$ cat config.mk
export PLATFORM = sky130hd
export DESIGN_NAME = one_cycle_seq
export DESIGN_NICKNAME = d
export VERILOG_FILES = /design/src/rtl/oc_seq_pkg.sv /design/src/rtl/ocs_datapath.sv /design/src/rtl/ocs_control.sv /design/src/rtl/ocs_gate_map.sv /design/src/rtl/one_cycle_seq.sv
export SDC_FILE = /design/constraint.sdc
export NUM_CORES = 1
export LEC_CHECK = 0
export CELL_PAD_IN_SITES_DETAIL_PLACEMENT = 1
export CELL_PAD_IN_SITES_GLOBAL_PLACEMENT = 2
export CORE_ASPECT_RATIO = 1.2
export CORE_MARGIN = 3
export CORE_UTILIZATION = 32
export CTS_BUF_LIST = sky130_fd_sc_hd__clkbuf_8
export CTS_CLUSTER_DIAMETER = 60
export DETAILED_ROUTE_END_ITERATION = 8
export GPL_TIMING_DRIVEN = 0
export HOLD_SLACK_MARGIN = 0.06
export PLACE_DENSITY_LB_ADDON = 0.1
export RECOVER_POWER = 50
export SETUP_SLACK_MARGIN = 0.1
export SKIP_LAST_GASP = 1
export SYNTH_ARGS = -nofsm -noshare
export SYNTH_HDL_FRONTEND = slang
export SYNTH_SLANG_ARGS = --single-unit
$ cat constraint.sdc
create_clock -name clk -period 4.7 [get_ports clk]
set_input_delay 0.94 -clock clk [delete_from_list [all_inputs] [get_ports clk]]
set_output_delay 0.94 -clock clk [all_outputs]
set_load 0.03 [all_outputs]
$ cat src/rtl/oc_seq_pkg.sv
`timescale 1ns/1ps
package oc_seq_pkg;

  typedef enum logic [1:0] {PH_ALPHA = 2'd0, PH_BETA = 2'd1, PH_ZERO = 2'd2} phase_t;

  // strobes from control to datapath
  typedef struct packed {
    logic latch;
    logic clear;
    logic accumulate;
    logic selBeta;
  } dpCtrl_t;

  typedef struct packed {
    logic [1:0] dom;
    logic       pos;
  } roles_t;

  function automatic roles_t sectorRoles(input logic [2:0] sec);
    roles_t r;
    case (sec)
      3'd2:    begin r.dom = 2'd2; r.pos = 1'b0; end
      3'd3:    begin r.dom = 2'd1; r.pos = 1'b1; end
      3'd4:    begin r.dom = 2'd0; r.pos = 1'b0; end
      3'd5:    begin r.dom = 2'd2; r.pos = 1'b1; end
      3'd6:    begin r.dom = 2'd1; r.pos = 1'b0; end
      default: begin r.dom = 2'd0; r.pos = 1'b1; end  // sector 1, and codes 0 and 7
    endcase
    return r;
  endfunction

endpackage

$ cat src/rtl/ocs_datapath.sv
`timescale 1ns/1ps
module ocs_datapath
  import oc_seq_pkg::*;
#(
  parameter int TICKS_PER_PERIOD = 10,
  parameter int SAMPLE_W = 8,
  parameter int REF_W = 12
) (
  input  logic                clk,
  input  logic                rst,
  input  logic                tickEn,
  input  logic [SAMPLE_W-1:0] curSample,
  input  logic [REF_W-1:0]    refA,
  input  logic [REF_W-1:0]    refB,
  input  logic [2:0]          sectorIn,
  input  dpCtrl_t             ctrl,
  output logic                boundary,
  output logic                hitRef,
  output logic [2:0]          sectorLat
);
  localparam int CNT_W = (TICKS_PER_PERIOD > 1) ? $clog2(TICKS_PER_PERIOD) : 1;
  localparam int ACC_W = ((SAMPLE_W > REF_W) ? SAMPLE_W : REF_W) + 1;
  localparam logic [CNT_W-1:0] LAST_TICK = CNT_W'(TICKS_PER_PERIOD - 1);

  logic [CNT_W-1:0] tickCnt;
  logic [ACC_W-1:0] acc;
  logic [ACC_W-1:0] newSum;
  logic [REF_W-1:0] refALat;
  logic [REF_W-1:0] refBLat;
  logic [REF_W-1:0] activeRef;

  always_ff @(posedge clk) begin
    if (rst) begin
      tickCnt <= '0;
    end else if (tickEn) begin
      tickCnt <= (tickCnt == LAST_TICK) ? '0 : tickCnt + 1'b1;
    end
  end

  assign boundary  = (tickCnt == '0);
  assign newSum    = acc + ACC_W'(curSample);
  assign activeRef = ctrl.selBeta ? refBLat : refALat;
  assign hitRef    = (newSum >= ACC_W'(activeRef));

  always_ff @(posedge clk) begin
    if (rst) begin
      acc <= '0;
    end else if (ctrl.clear) begin
      acc <= '0;
    end else if (ctrl.accumulate) begin
      acc <= newSum;
    end
  end

  always_ff @(posedge clk) begin
    if (rst) begin
      refALat   <= '0;
      refBLat   <= '0;
      sectorLat <= 3'd1;
    end else if (ctrl.latch) begin
      refALat   <= refA;
      refBLat   <= refB;
      sectorLat <= sectorIn;
    end
  end
endmodule

$ cat src/rtl/ocs_control.sv
`timescale 1ns/1ps
module ocs_control
  import oc_seq_pkg::*;
(
  input  logic    clk,
  input  logic    rst,
  input  logic    tickEn,
  input  logic    boundary,
  input  logic    hitRef,
  output dpCtrl_t ctrl,
  output phase_t  phase,
  output logic    satFlag
);
  phase_t nextPhase;
  logic   nextSat;

  always_comb begin
    ctrl      = '0;
    nextPhase = phase;
    nextSat   = satFlag;
    if (tickEn) begin
      if (boundary) begin
        ctrl.latch = 1'b1;
        ctrl.clear = 1'b1;
        nextPhase  = PH_ALPHA;
        nextSat    = (phase != PH_ZERO);
      end else if (phase != PH_ZERO) begin
        ctrl.accumulate = 1'b1;
        if (hitRef) begin
          ctrl.clear = 1'b1;
          nextPhase  = (phase == PH_ALPHA) ? PH_BETA : PH_ZERO;
        end
      end
    end
    ctrl.selBeta = (phase == PH_BETA);
  end

  always_ff @(posedge clk) begin
    if (rst) begin
      phase   <= PH_ZERO;
      satFlag <= 1'b0;
    end else begin
      phase   <= nextPhase;
      satFlag <= nextSat;
    end
  end
endmodule

$ cat src/rtl/ocs_gate_map.sv
`timescale 1ns/1ps
module ocs_gate_map
  import oc_seq_pkg::*;
(
  input  phase_t     phase,
  input  logic [2:0] sectorLat,
  output logic [5:0] gates
);
  roles_t     roles;
  logic [1:0] alphaPh;
  logic [1:0] betaPh;
  logic [1:0] activePh;

  assign roles    = sectorRoles(sectorLat);
  assign alphaPh  = (roles.dom == 2'd0) ? 2'd2 : roles.dom - 2'd1;
  assign betaPh   = (roles.dom == 2'd2) ? 2'd0 : roles.dom + 2'd1;
  assign activePh = (phase == PH_ALPHA) ? alphaPh :
                    (phase == PH_BETA)  ? betaPh  : roles.dom;

  for (genvar p = 0; p < 3; p++) begin : gLeg
    assign gates[2*p]   = roles.pos ? (roles.dom == 2'(p)) : (activePh == 2'(p));
    assign gates[2*p+1] = roles.pos ? (activePh == 2'(p))  : (roles.dom == 2'(p));
  end
endmodule

$ cat src/rtl/one_cycle_seq.sv
`timescale 1ns/1ps
module one_cycle_seq
  import oc_seq_pkg::*;
#(
  parameter int TICKS_PER_PERIOD = 10,
  parameter int SAMPLE_W = 8,
  parameter int REF_W = 12
) (
  input  logic                clk,
  input  logic                rst,
  input  logic                tickEn,
  input  logic [SAMPLE_W-1:0] curSample,
  input  logic [REF_W-1:0]    refA,
  input  logic [REF_W-1:0]    refB,
  input  logic [2:0]          sectorIn,
  output logic [5:0]          gates,
  output logic                sAlpha,
  output logic                sBeta,
  output logic                sZero,
  output logic                satFlag
);
  dpCtrl_t    ctrl;
  phase_t     phase;
  logic       boundary;
  logic       hitRef;
  logic [2:0] sectorLat;

  ocs_datapath #(
    .TICKS_PER_PERIOD(TICKS_PER_PERIOD),
    .SAMPLE_W(SAMPLE_W),
    .REF_W(REF_W)
  ) uDp (
    .clk(clk), .rst(rst), .tickEn(tickEn), .curSample(curSample),
    .refA(refA), .refB(refB), .sectorIn(sectorIn), .ctrl(ctrl),
    .boundary(boundary), .hitRef(hitRef), .sectorLat(sectorLat)
  );

  ocs_control uCtl (
    .clk(clk), .rst(rst), .tickEn(tickEn), .boundary(boundary),
    .hitRef(hitRef), .ctrl(ctrl), .phase(phase), .satFlag(satFlag)
  );

  ocs_gate_map uMap (.phase(phase), .sectorLat(sectorLat), .gates(gates));

  assign sAlpha = (phase == PH_ALPHA);
  assign sBeta  = (phase == PH_BETA);
  assign sZero  = (phase == PH_ZERO);
endmodule

==> impl_metrics.toml, run 1 <==
[run_status]
outcome = "finished, final reports clean"

[clock_tree]
cts_tree = "built"
cts_made_buffers = 5
clk_latency_ns = 0.30
htreeDepth = 2
clk_pin_slew_ns = 0.08
cts_root_buffer = "clkbuf_8"
cts_hold_buf = 0
post_cts_buffers = 0
cts_sinks = 47
cts_max_path_buffers = 2

[die]
ioPinCount = 48
die-area_um2 = 10000
initial_core_util_pct = 33.0
fp.dieW_um = 92.0
rows = 37
core_area_um2 = 8610
die_h_um = 109

[synth]
yosys.area.top_type = "dfxtp_1"
netlist.area_leader.share_pct = 33.1
synth_area_per_cell_um2 = 8.25
ys.warnings.count = 0
synth_common_cells = "nand2_1 (71), dfxtp_1 (47), a21oi_1 (40)"
synth-edff-count = 0
yosysSeqAreaShare_pct = 33.1
synth_top_family_by_area = "simple AND/OR/NAND/NOR gates"
synthTopCellsByArea = "dfxtp_1 (33%), ha_1 (11%), nand2_1 (9.4%)"
ys_seq_elements = 47
yosys.area_share.simple_pct = 21.3
syn-num-nets = 408
async_flop_share_pct = 0
synth_most_common_cell = "nand2_1"
synth_adder_area_share_pct = 11.7
synth_compound_area_share_pct = 18.9
syn_inst = 344
synth_xor_area_share_pct = 6.13
synth_cell_types = 48
muxShareOfSynthArea_pct = 5.33
synth.cell_area_um2 = 2840
ys.flop_type = "dfxtp_1"

[timing]
period_minus_slack_ns = 4.34
clock_skew_ns = 0.00580
whs_ns = 0.458
worst_slew_pin_slew_ns = 0.565
layout_setup_ws_ns = 0.363
rsz0062_at_grt = "no"
max-slew-margin-rel_pct = 62.3
maxSlewViolCount = 0
fmax_mhz = 231
hold_viol = 0
finalSetupViolCount = 0
post-route-period-util_pct = 92.3

[placed_design]
pre_cts_ws_ns = -0.169
hpwl_um = 5850
gp_congestion = 0.718
port_buffers = 46

[route]
wirelength_um = 7240
ant_nets = 0
drt-initial-drc-count = 36
drcViolationCount = 0
dr.pass1.iters = 4
via_per_inst = 4.83
wl_per_cell_um = 14.1
dr_total_vias = 2484

[setup_path]
cpMaxStageDelayCell = "o31ai_2"
worstPathMaxFanout = 7
path_delay_family = "compound AO/OA/AOI/OAI gates"
startpoint_type = "input port"
crit_chain = "clkdlybuf4s50_1 > ha_1 > fa_1 > a21oi_2 > o22ai_2 > o31ai_2 > nor2_1 > xor2_1 > ha_1 > a21o_1 > a21o_2 > a21oi_1 > and2_1 > buf_6 > a32o_1"
critPathMaxStageDelay_ns = 0.48
crit_type = "input port to flop"
end_kind = "flop"
cp_num_buf_inv = 2
cp.arrival_ns = 4.58
crit_path_frequent_cell = "ha_1"
required_ns = 4.94

[grt]
antenna_found_initial = 0
grt_pass1_vias = 2643
overflow = 0
grt_start_max_net_pins = 14
grt_pass1_wl_um = 12400
grt.total_usage_pct = 15.5

[layout]
nets = 461
antennaDiodeCount = 0
area_delta_synth_final_pct = 25.1
drive_above_1_share_pct = 6.80

[pwr]
powerDensity_nw_per_um2 = 273
ir_worst_vdd_mv = 0.145
leakagePower_nw = 1.35

[min_path]
min_path_type = "flop to flop"

[run]
cap_viol_max_count = 0
-- cells in the final DEF (no fill, tap or decap), drive strengths merged, types with 10 or more instances in the layout --
cell type,count
dfxtp,47
o21ai,12
clkbuf,18
ha,25
nand2,71
nor3,10
nand3,10
xnor2,13
clkdlybuf4s50,43
mux2i,14
a21oi,42
nor2,14
-- per-stage QoR --
step / std cells / setup TNS (ns) / utilization (%) / instance area (um^2) / power [mW]
4_1_cts: 514 / 0 / 41.2 / 3550 / 0.995
5_1_grt: 514 / 0 / 41.3 / 3550 / 1.04
2_1_floorplan: 344 / 0 / - / 2840 / 0.601
3_3_place_gp: 507 / -1.19 / 40.0 / 3450 / 0.696
6_report: 514 / 0 / 41.3 / 3550 / 0.971
3_5_place_dp: 507 / -1.81 / 40.0 / 3450 / 0.699
-- worst paths after layout --
check | start | to | slack [ns] | cells after the start
worst max-delay path | curSample[0] | uDp.acc[4]$_SDFFE_PP0P_ | 0.36 | 15
worst min-delay path | uDp.refALat[5]$_SDFFE_PP0P_ | uDp.refALat[5]$_SDFFE_PP0P_ | 0.46 | 2
worst max register to register | uDp.acc[0]$_SDFFE_PP0P_ | uDp.acc[4]$_SDFFE_PP0P_ | 1.12 | 14
worst min register to register | uDp.refALat[5]$_SDFFE_PP0P_ | uDp.refALat[5]$_SDFFE_PP0P_ | 0.46 | 2
-- flip-flops by register name, indices dropped and copies added (netlist names) --
| name | cells |
|---|---|
| uDp.acc | 13 |
| uDp.refALat | 12 |
| uDp.refBLat | 12 |
| uDp.tickCnt | 4 |
| uDp.sectorLat | 3 |
| uCtl.phase | 2 |
| uCtl.satFlag | 1 |
-- cells by family after synthesis --
family / after synthesis
mux: 15
compound gates: 82
xor+xnor: 19
buf+inv: 23
fa+ha+maj: 26
flops: 47
simple gates: 132
-- area by class of cell --
type                    instances  area, um^2
fillers                      1079        5060
multi-input cells             274        1800
flip-flops and latches         47         941
repair buffers                 46         460
well taps                     117         146
plain buffers                  18        78.8
clock buffers                   5        68.8
clock inverters                 2        33.8
inverters                       5        18.8
-- layer usage --
layer / GRT usage, % / vias up / share of wire, % / wire (um)
met5: 0 / - / 0 / 0
met4: 4.14 / 0 / 1.1 / 82
met2: 28.1 / 27 / 49 / 3570
met1: 19.0 / 1149 / 47 / 3400
met3: 2.48 / 7 / 2.6 / 189
li1: - / 1301 / - / -
-- where the power goes --
group	switching, mW	total, mW	internal (mW)
combinational	0.139	0.248	0.109
clock	0.133	0.287	0.154
sequential	0.0156	0.436	0.420
total	0.288	0.971	0.683
-- tightest hold or removal path, stage by stage, from the launching register on --
cell,delay (ns)
dfxtp_1,0.32
nand2_1,0.05
a21oi_1,0.05
-- repair_timing --
action / in CTS / in global routing
endpoints found under the setup margin: 0 / 15
endpoints found under the hold margin: 0 / 0
resized for setup: 0 / 1
(Power assumes the default switching activity.)
==> run 2: changes to the inputs <==
--- a/config.mk
+++ b/config.mk
@@ -9,7 +9,7 @@
 export CELL_PAD_IN_SITES_GLOBAL_PLACEMENT = 2
 export CORE_ASPECT_RATIO = 1.2
 export CORE_MARGIN = 3
-export CORE_UTILIZATION = 32
+export CORE_UTILIZATION = 35
 export CTS_BUF_LIST = sky130_fd_sc_hd__clkbuf_8
 export CTS_CLUSTER_DIAMETER = 60
 export DETAILED_ROUTE_END_ITERATION = 8
==> constraint.sdc (replaced) <==
create_clock -name clk -period 5.2 [get_ports clk]
set_input_delay 1.04 -clock clk [delete_from_list [all_inputs] [get_ports clk]]
set_output_delay 1.04 -clock clk [all_outputs]
set_load 0.03 [all_outputs]
==> impl_metrics.toml, run 2 (synthesized netlist as in run 1, its figures left out) <==
[clock_tree]
cts_root_buffer = "clkbuf_8"
clk_pin_slew_ns = 0.09
cts_tree = "built"
cts_sinks = 47
cts_resized = 0
cts_max_path_buffers = 2
htreeDepth = 2
cts_hold_buf = 0
cts_made_buffers = 5
post_cts_buffers = 0
clk_latency_ns = 0.29

[setup_path]
crit_type = "input port to flop"
cp_num_buf_inv = 2
cpMaxStageDelayCell = "o31ai_1"
end_kind = "flop"
startpoint_type = "input port"
startpoint = "curSample[0]"
cp.arrival_ns = 4.89
r2r_end = "uDp.acc[6]$_SDFFE_PP0P_"
critPathMaxStageDelay_ns = 0.65
rr_startpoint = "uDp.acc[0]$_SDFFE_PP0P_"
crit_chain = "clkdlybuf4s50_1 > ha_1 > fa_1 > a21oi_2 > o22ai_2 > o31ai_1 > nor2_1 > xor2_1 > ha_1 > a21o_1 > a21o_2 > a21oi_1 > and2_1 > buf_6 > a32o_1"
worstPathMaxFanout = 7
worstRegToRegCells = 14
reg2reg_slack_ns = 1.41
path_delay_family = "compound AO/OA/AOI/OAI gates"
required_ns = 5.44
crit_path_frequent_cell = "ha_1"

[die]
initial_core_util_pct = 36.4
die-area_um2 = 9230
core_area_um2 = 7790
fp.dieW_um = 88.2
rows = 35
ioPinCount = 48
die_h_um = 105

[route]
dr.pass1.iters = 4
dr_total_vias = 2533
ant_nets = 0
via_per_inst = 5.17
drt-initial-drc-count = 48
drcViolationCount = 0
wl_per_cell_um = 14.3
wirelength_um = 7020

[layout]
nets = 461
antennaDiodeCount = 0
final_common_cell = "nand2_1"
drive_above_1_share_pct = 6.78
regMostFlops = "uDp.acc"
final_cell_mix = "nand2_1 (71), dfxtp_1 (47), clkdlybuf4s50_1 (43)"
largest_reg_flops = 13
reg_top3 = "uDp.acc x13, uDp.refALat x12, uDp.refBLat x12"
area_delta_synth_final_pct = 23.2

[grt]
overflow = 0
grt.busiest_layer = "met2"
grt_pass1_vias = 2636
grt_start_max_net_pins = 15
grt_util_met1_pct = 21.3
use_met3_pct = 2.37
grt.total_usage_pct = 16.4
grt_use_met2_pct = 28.1
grt_pass1_wl_um = 12300
antenna_found_initial = 0

[pwr]
leakagePower_nw = 1.34
ir_worst_vdd_mv = 0.144
powerDensity_nw_per_um2 = 237

[run_status]
outcome = "finished, final reports clean"

[min_path]
hold_path_depth = 2
holdPathEnd = "uDp.refALat[6]$_SDFFE_PP0P_"
hold_start = "uDp.refALat[6]$_SDFFE_PP0P_"
min_path_type = "flop to flop"

[placed_design]
port_buffers = 46
hpwl_um = 5730
gp_congestion = 0.749

[run]
cap_viol_max_count = 0

[timing]
max-slew-margin-rel_pct = 52.0
fmax_mhz = 215
maxSlewViolCount = 0
post-route-period-util_pct = 89.4
worst_slew_pin_slew_ns = 0.714
clock_skew_ns = 0.00717
period_minus_slack_ns = 4.65
hold_viol = 0
fin_tns_setup_ns = 0
finalSetupViolCount = 0
rsz0062_at_grt = "no"
whs_ns = 0.457
## run 2: area by class of cell
cell class	instances	area, um^2
fill	950	4300
timing repair buffer	46	460
inverter	5	18.8
buffer	18	78.8
tap	92	115
clock buffer	5	68.8
sequential	47	941
multi-input combinational	274	1800
clock inverter	3	16.3
## run 2: power breakdown
part / internal, mW / switching [mW]
combinational: 0.0985 / 0.126
clock: 0.0922 / 0.120
sequential: 0.380 / 0.0141
total: 0.570 / 0.260
## run 2: through the flow
stage | utilization, % | std cells | power (mW) | instance area (um^2) | worst slack [ns]
finish | 44.9 | 490 | 0.830 | 3500 | 0.550
global route | 44.9 | 490 | 0.891 | 3500 | 0.271
CTS | 44.9 | 490 | 0.848 | 3500 | 0.505
detailed placement | 43.8 | 482 | 0.632 | 3410 | 0.199
global placement | 43.8 | 482 | 0.627 | 3410 | 0.251
floorplan | - | 344 | 0.543 | 2840 | 1.13
## run 2: how the worst max path moves through the flow
stage	end	slack (ns)	cells past startpoint
after floorplan	uDp.acc[0]$_SDFFE_PP0P_	1.13	14
after global placement	uDp.acc[1]$_SDFFE_PP0P_	0.25	15
after detailed placement	uDp.acc[3]$_SDFFE_PP0P_	0.20	15
after CTS	uDp.acc[1]$_SDFFE_PP0P_	0.50	15
after global routing	uDp.acc[2]$_SDFFE_PP0P_	0.27	15
final	uDp.acc[6]$_SDFFE_PP0P_	0.55	15
## run 2: worst min-delay path, cell delays in order (launching register included)
cell	delay, ns
dfxtp_1	0.32
nand2_1	0.05
a21oi_1	0.05
## run 2: layer usage
metal,vias up,part of all wire (%)
met5,-,0
met4,0,0.75
met3,5,2.5
met2,29,49
met1,1196,48
li1,1303,-
==> run 3: changes to the inputs <==
--- a/config.mk
+++ b/config.mk
@@ -5,17 +5,14 @@
 export SDC_FILE = /design/constraint.sdc
 export NUM_CORES = 1
 export LEC_CHECK = 0
-export CELL_PAD_IN_SITES_DETAIL_PLACEMENT = 1
-export CELL_PAD_IN_SITES_GLOBAL_PLACEMENT = 2
 export CORE_ASPECT_RATIO = 1.2
-export CORE_MARGIN = 3
-export CORE_UTILIZATION = 35
+export CORE_UTILIZATION = 59
 export CTS_BUF_LIST = sky130_fd_sc_hd__clkbuf_8
 export CTS_CLUSTER_DIAMETER = 60
 export DETAILED_ROUTE_END_ITERATION = 8
 export GPL_TIMING_DRIVEN = 0
 export HOLD_SLACK_MARGIN = 0.06
-export PLACE_DENSITY_LB_ADDON = 0.1
+export PLACE_DENSITY = 0.87
 export RECOVER_POWER = 50
 export SETUP_SLACK_MARGIN = 0.1
 export SKIP_LAST_GASP = 1
==> impl_metrics.toml, run 3 (synthesized netlist as in run 1, its figures left out) <==
[route]
wl_per_cell_um = 14.1
dr_total_vias = 2583
wirelength_um = 6430
dr.pass1.iters = 4
via_per_inst = 5.66
ant_nets = 0
drt-initial-drc-count = 81
drcViolationCount = 0

[die]
fp.dieW_um = 65.3
die_h_um = 78.0
ioPinCount = 48
rows = 27
initial_core_util_pct = 61.8
core_area_um2 = 4590
die-area_um2 = 5090

[setup_path]
startpoint_type = "input port"
crit_chain = "clkdlybuf4s50_1 > ha_1 > fa_1 > a21oi_2 > o22ai_2 > o31ai_1 > nor2_1 > xor2_1 > ha_1 > a21o_1 > a21o_2 > a21oi_1 > a21oi_2 > nor3_1"
crit_type = "input port to flop"
worstPathMaxFanout = 7
cpMaxStageDelayCell = "o31ai_1"
path_delay_family = "compound AO/OA/AOI/OAI gates"
critical_path_depth = 14
end_kind = "flop"
worstRegToRegCells = 13
required_ns = 5.40
cp_num_buf_inv = 1
critPathMaxStageDelay_ns = 0.68
cp.arrival_ns = 4.94

[clock_tree]
cts_max_path_buffers = 2
cts_made_buffers = 5
clk_pin_slew_ns = 0.08
clk_latency_ns = 0.30
cts_sinks = 47
cts_root_buffer = "clkbuf_8"
post_cts_buffers = 0
htreeDepth = 2
cts_hold_buf = 0
cts_resized = 0
cts_tree = "built"

[run]
cap_viol_max_count = 0

[placed_design]
gp_congestion = 0.815
port_buffers = 46
hpwl_um = 4990
pre_cts_ws_ns = 0.206

[timing]
clock_skew_ns = 0.00320
layout_setup_ws_ns = 0.461
post-route-period-util_pct = 91.1
hold_viol = 0
finalSetupViolCount = 0
period_minus_slack_ns = 4.74
fmax_mhz = 211
maxSlewViolCount = 0
worst_slew_pin_slew_ns = 0.752
fin_tns_setup_ns = 0
rsz0062_at_grt = "no"
max-slew-margin-rel_pct = 49.5

[grt]
grt_start_max_net_pins = 15
grt_pass1_wl_um = 11100
grt_pass1_vias = 2610
overflow = 0
antenna_found_initial = 0
grt.total_usage_pct = 27.7

[layout]
drive_above_1_share_pct = 6.78
nFillCells = 351
reg_top3 = "uDp.acc x13, uDp.refALat x12, uDp.refBLat x12"
area_delta_synth_final_pct = 23.4
final_cell_mix = "nand2_1 (71), dfxtp_1 (47), clkdlybuf4s50_1 (43)"
nets = 461
antennaDiodeCount = 0
final_common_cell = "nand2_1"
regMostFlops = "uDp.acc"
largest_reg_flops = 13
finish.utilization_pct = 76.3

[pwr]
ir_worst_vdd_mv = 0.207
leakagePower_nw = 1.36
powerDensity_nw_per_um2 = 265
power_uw = 929

[run_status]
outcome = "finished, final reports clean"

[min_path]
hold_path_depth = 2
min_path_type = "flop to flop"
==> run 3: cell types whose count changed in the layout (fill, tap and decap cells not counted) <==
cell	previous run	this run
bufinv_16	0	2
clkinv_2	1	0
clkinvlp_4	1	0
==> run 3: path summary, 6_finish.rpt <==
check	startpoint	to	slack [ns]
hold / removal	uDp.refALat[9]$_SDFFE_PP0P_	uDp.refALat[9]$_SDFFE_PP0P_	0.46
setup reg to reg	uDp.acc[0]$_SDFFE_PP0P_	uDp.acc[10]$_SDFFE_PP0P_	1.32
hold reg to reg	uDp.refALat[9]$_SDFFE_PP0P_	uDp.refALat[9]$_SDFFE_PP0P_	0.46
setup / recovery	curSample[0]	uDp.acc[10]$_SDFFE_PP0P_	0.46
==> run 3: final cells by class <==
| cell class | count | area (um^2) | share of cell area (%) |
|---|---|---|---|
| Multi-Input combinational cell | 274 | 1800 | 51.4 |
| Inverter | 5 | 18.8 | 0.536 |
| Sequential cell | 47 | 941 | 26.9 |
| Timing Repair Buffer | 46 | 460 | 13.1 |
| Clock inverter | 3 | 63.8 | 1.82 |
| Tap cell | 58 | 72.6 | 2.07 |
| Clock buffer | 5 | 68.8 | 1.96 |
| Buffer | 18 | 78.8 | 2.25 |
==> run 3: layer usage <==
metal  part of all wire (%)  up-vias  track usage [%]  wire, um
met3                    3.3       16             4.12       212
met4                    2.2        0             10.7       144
met5                      0        -                0         0
met2                     53       62             51.5      3410
met1                     41     1196             30.6      2670
li1                       -     1309                -         -
==> run 3: report_power, final <==
group / switching (mW) / internal [mW]
clock: 0.119 / 0.190
sequential: 0.0144 / 0.380
combinational: 0.127 / 0.0988
==> run 3: per-stage QoR <==
| stage | hold WS [ns] | area, um^2 | instances |
|---|---|---|---|
| global placement | 0.441 | 3370 | 448 |
| floorplan | 0.433 | 2840 | 344 |
| finish | 0.455 | 3500 | 456 |
| global route | 0.483 | 3500 | 456 |
| CTS | 0.458 | 3500 | 456 |
| detailed placement | 0.446 | 3370 | 448 |
==> run 3: worst register-to-register path, stage by stage (launching register included) <==
cell and delay (ns):
dfxtp_1 0.32, ha_1 0.22, fa_1 0.43, a21oi_2 0.19
o22ai_2 0.16, o31ai_1 0.68, nor2_1 0.15, xor2_1 0.19
ha_1 0.32, a21o_1 0.16, a21o_2 0.20, a21oi_1 0.32
a21oi_2 0.18, nor3_1 0.27
